`src/rtl/cpu_clock_arbiter.sv`:
```
module cpu_clock_arbiter #(
  parameter int PHASES = 8
) (
  input  logic clk,
  input  logic rst_n,
  input  logic wide_mode,
  input  logic disp_active,
  input  logic cpu_a15,
  output logic cpu_ce,
  output logic cpu_slot,
  output logic slot_start
);
  localparam int PW = (PHASES > 1) ? $clog2(PHASES) : 1;
  localparam logic [PW-1:0] LAST = PW'(PHASES - 1);

  logic [PW-1:0] phase;
  logic          idx_odd;
  logic          at_end;
  logic          video_next;

  assign at_end     = (phase == LAST);
  assign video_next = disp_active && (wide_mode || !idx_odd);
  assign slot_start = (phase == '0);

  always_ff @(posedge clk) begin
    if (!rst_n) begin
      phase    <= '0;
      idx_odd  <= 1'b0;
      cpu_ce   <= 1'b1;
      cpu_slot <= 1'b1;
    end else begin
      phase <= at_end ? '0 : phase + 1'b1;
      if (at_end) begin
        idx_odd  <= disp_active ? ~idx_odd : 1'b0;
        cpu_slot <= !video_next;
        cpu_ce   <= cpu_a15 || !video_next;
      end
    end
  end


  a15_full_rate_chk: assert property (@(posedge clk) disable iff (!rst_n)
    (at_end && cpu_a15) |=> cpu_ce);


  idle_cpu_slot_chk: assert property (@(posedge clk) disable iff (!rst_n)
    (at_end && !disp_active) |=> (cpu_slot && cpu_ce));


  wide_all_video_chk: assert property (@(posedge clk) disable iff (!rst_n)
    (at_end && disp_active && wide_mode) |=> !cpu_slot);


  hold_in_slot_chk: assert property (@(posedge clk) disable iff (!rst_n)
    !at_end |=> ($stable(cpu_ce) && $stable(cpu_slot)));


  stall_only_video_chk: assert property (@(posedge clk) disable iff (!rst_n)
    !cpu_ce |-> !cpu_slot);


  start_once_chk: assert property (@(posedge clk) disable iff (!rst_n)
    slot_start |=> !slot_start || (PHASES == 1));
endmodule

```
`config.mk`:
```
export PLATFORM = sky130hd
export DESIGN_NAME = cpu_clock_arbiter
export DESIGN_NICKNAME = d
export VERILOG_FILES = /design/src/rtl/cpu_clock_arbiter.sv
export SDC_FILE = /design/constraint.sdc
export NUM_CORES = 1
export LEC_CHECK = 0
export BUFFER_PORTS_ARGS = -buffer_cell sky130_fd_sc_hd__buf_2
export CAP_MARGIN = 25
export CORE_AREA = 2 2 39 41
export DETAILED_ROUTE_END_ITERATION = 10
export DIE_AREA = 0 0 41 43
export GPL_ROUTABILITY_DRIVEN = 0
export GPL_TIMING_DRIVEN = 0
export PLACE_DENSITY = 0.49
export RECOVER_POWER = 100
export SYNTH_ARGS = -nofsm -noshare
export SYNTH_HDL_FRONTEND = slang
export SYNTH_SLANG_ARGS = --single-unit
```
`constraint.sdc`:
```
create_clock -name clk -period 1.2 [get_ports clk]
set_input_delay 0.12 -clock clk [delete_from_list [all_inputs] [get_ports clk]]
set_output_delay 0.12 -clock clk [all_outputs]
set_load 0.01 [all_outputs]
```
==> flow_metrics.tcl <==
set metrics [dict create \
    p_leak_nw 0.156 \
    rsz0062_at_grt "no" \
    grt_pass1_vias 199 \
    first_pass_iters 4 \
    syn_area_um2 275 \
    synth_nets 33 \
    die_x_um 41 \
    hold_viol 0 \
    tightest_slew_ns 0.189 \
    gr-usage-met1_pct 9.35 \
    area_growth_pct 39.1 \
    start_util_pct 19.9 \
    fmax_mhz 886 \
    fin_ws_ns 0.0708 \
    nNetsFinal 44 \
    synth_top_family_by_area "simple AND/OR/NAND/NOR gates" \
    crit_required_ns 1.08 \
    min_from "disp_active" \
    ios 8 \
    cts_root_buf "clkbuf_4" \
    post_drt_via_cell_ratio 4.30 \
    muxShareOfSynthArea_pct 0 \
    insertion_delay_ns 0.24 \
    swShare_pct 22.1 \
    grt.total_usage_pct 7.24 \
    rows 14 \
    yosys.area_share.simple_pct 26.8 \
    antenna_left 0 \
    min_period_ns 1.13 \
    cts_buffer_depth 2 \
    crit_start "phase[0]$_SDFF_PP0_" \
    netlist_instances 25 \
    antenna_found_initial 0 \
    synth_seq_cells 6 \
    yosysTopAreaCell "dfxtp_1" \
    fin_skew_ns 0.000250 \
    fillers 147 \
    routed_wl_um 492 \
    pwr-share-comb_pct 13.4 \
    startpoint_type "register" \
    diodes 0 \
    crit_arrival_ns 1.01 \
    synth-xor-area-share_pct 0 \
    synth_compound_area_share_pct 9.09 \
    holdBufCountCts 0 \
    grt_use_met3_pct 7.85 \
    critical_path_class "reg -> out" \
    cap_violations 0 \
    dpl_worst_slack_ns -0.0671 \
    ir_worst_vdd_mv 0.390 \
    vias 215 \
    drive_above_1_share_pct 52.9 \
    finalSetupTns_ns 0 \
    clk_pin_slew_ns 0.04 \
    dieArea_um2 1760 \
    multiInputGateArea_um2 171 \
    crit_chain "inv_2, ha_4, nor2b_4, buf_6" \
    postCtsSetupRepairBufs 0 \
    cts_tree "built" \
    top_usage_layer "met1" \
    synth_area_leaders "dfxtp_1, ha_1, and3b_2" \
    worstHoldPathType "in -> reg" \
    core_area_um2 1380 \
    cts_buffers 3 \
    internal-power_w 0.000363 \
    avgSynthCellArea_um2 11.0 \
    final_core_util_pct 27.7 \
    r2r-start "phase[0]$_SDFF_PP0_" \
    final_cell_area_um2 383 \
    synth_fa_ha_area_share_pct 13.6 \
    setup_violations 0 \
    status "completed" \
    drcViolationCount 0 \
    seqCellArea_um2 123 \
    crit_path_max_incr_delay_ns 0.35 \
    grt_max_degree 10 \
    ys_seq_area_share_pct 43.6 \
    place_area_um2 330 \
    slew-limit-headroom_pct 87.4 \
    grt_util_met2_pct 7.81 \
    synth.distinct_cells 14 \
    dr.first_iter.drc_count 6 \
    p_switching_w 0.000103 \
    finalCritPeriodShare_pct 94.1 \
    grt_pass1_wl_um 807 \
    overflow 0 \
    powerDensity_nw_per_um2 1220 \
    die_h_um 43 \
    synth_top_area_share_pct 43.6 \
    seq_power_share_pct 47.1 \
    yosys_warnings 0 \
    routedWlPerCell_um 9.84 \
    clock-sinks 6 \
    final-max-slew-violation-count 0 \
    cp-end-kind "primary output" \
    portBuffers 7 \
    slowest_stage "dfxtp_2" \
    critical_path.max_fanout 3 \
    power.share.clock_pct 39.4 \
    cts-htree-levels 1 \
]
[synth_stat cells, drive strengths merged]
cell type,number
nor3b,2
a21boi,1
nor2b,1
a41oi,1
dfxtp,6
ha,3
nor2,1
a32oi,1
buf,1
nand2b,2
nand3b,1
inv,2
and3b,3
[registers in the layout, indices dropped and copies added (netlist names)]
name and count:
idx_odd 1, cpu_slot 1, phase 3, cpu_ce 1
[critical path: cells and delay by family (launching register included)]
kind	cells	cell delay, ns
buffers and inverters	2	0.17
adders and majority gates	1	0.14
DFF	1	0.35
and+or+nand+nor	1	0.11
[cells by family (layout without fill, tap and decap cells)]
group	Yosys count	in the layout
flip-flops	6	6
buffers and inverters	3	12
adder cells (fa/ha/maj)	3	3
AO/OA/AOI/OAI	3	3
AND/OR/NAND/NOR	10	10
[cell type report]
cell class | instances | share of cell area (%)
Multi-Input combinational cell | 16 | 44.8
Sequential cell | 6 | 32.0
Timing Repair Buffer | 7 | 10.1
Clock buffer | 3 | 5.88
Tap cell | 16 | 5.23
Inverter | 2 | 1.96
[placed cells by master, fill, tap and decap left out]
| cell type | n |
|---|---|
| a21boi_1 | 1 |
| a32oi_1 | 1 |
| a41oi_1 | 1 |
| and3b_1 | 1 |
| and3b_2 | 2 |
| buf_2 | 4 |
| buf_6 | 1 |
| clkbuf_1 | 2 |
| clkbuf_4 | 3 |
| dfxtp_1 | 4 |
| dfxtp_2 | 2 |
| ha_2 | 1 |
| ha_4 | 2 |
| inv_2 | 2 |
| nand2b_1 | 2 |
| nand3b_1 | 1 |
| nor2_1 | 1 |
| nor2b_4 | 1 |
| nor3b_1 | 2 |
[path summary, 6_finish.rpt]
kind                         end  depth (start not counted)  slack (ns)
max                   slot_start                          4        0.07
min          cpu_ce$_SDFFE_PN1N_                          2        0.13
max reg2reg  cpu_ce$_SDFFE_PN1N_                          4        0.07
min reg2reg  phase[0]$_SDFF_PP0_                          1        0.45
[power groups by stage]
stage	clock network (W)	registers, W	logic (W)
2_1_floorplan	0	0.000217	0.0000235
3_3_place_gp	0	0.000218	0.0000408
3_5_place_dp	0	0.000218	0.0000420
4_1_cts	0.000194	0.000215	0.0000422
5_1_grt	0.000209	0.000220	0.0000735
6_report	0.000184	0.000220	0.0000625
[routing by layer]
metal  vias up  share of wire (%)
met2        16                 40
met4         0                  0
met3         0                 15
met1        94                 44
met5         -                  0
li1        105                  -
[metrics by stage]
step | power [W] | std cells | hold slack, ns
after global routing | 0.000503 | 50 | 0.145
after CTS | 0.000451 | 50 | 0.123
after floorplan | 0.000241 | 25 | 0.204
final | 0.000466 | 50 | 0.125
after detailed placement | 0.000260 | 48 | 0.364
after global placement | 0.000259 | 48 | 0.371
[what timing repair did]
item | CTS | global route
gates resized for setup | 3 | 9
gates cloned | 0 | 0
setup endpoints to repair | 3 | 2
pin swaps | 1 | 1
Note: power is estimated with default switching activity, not from simulation.
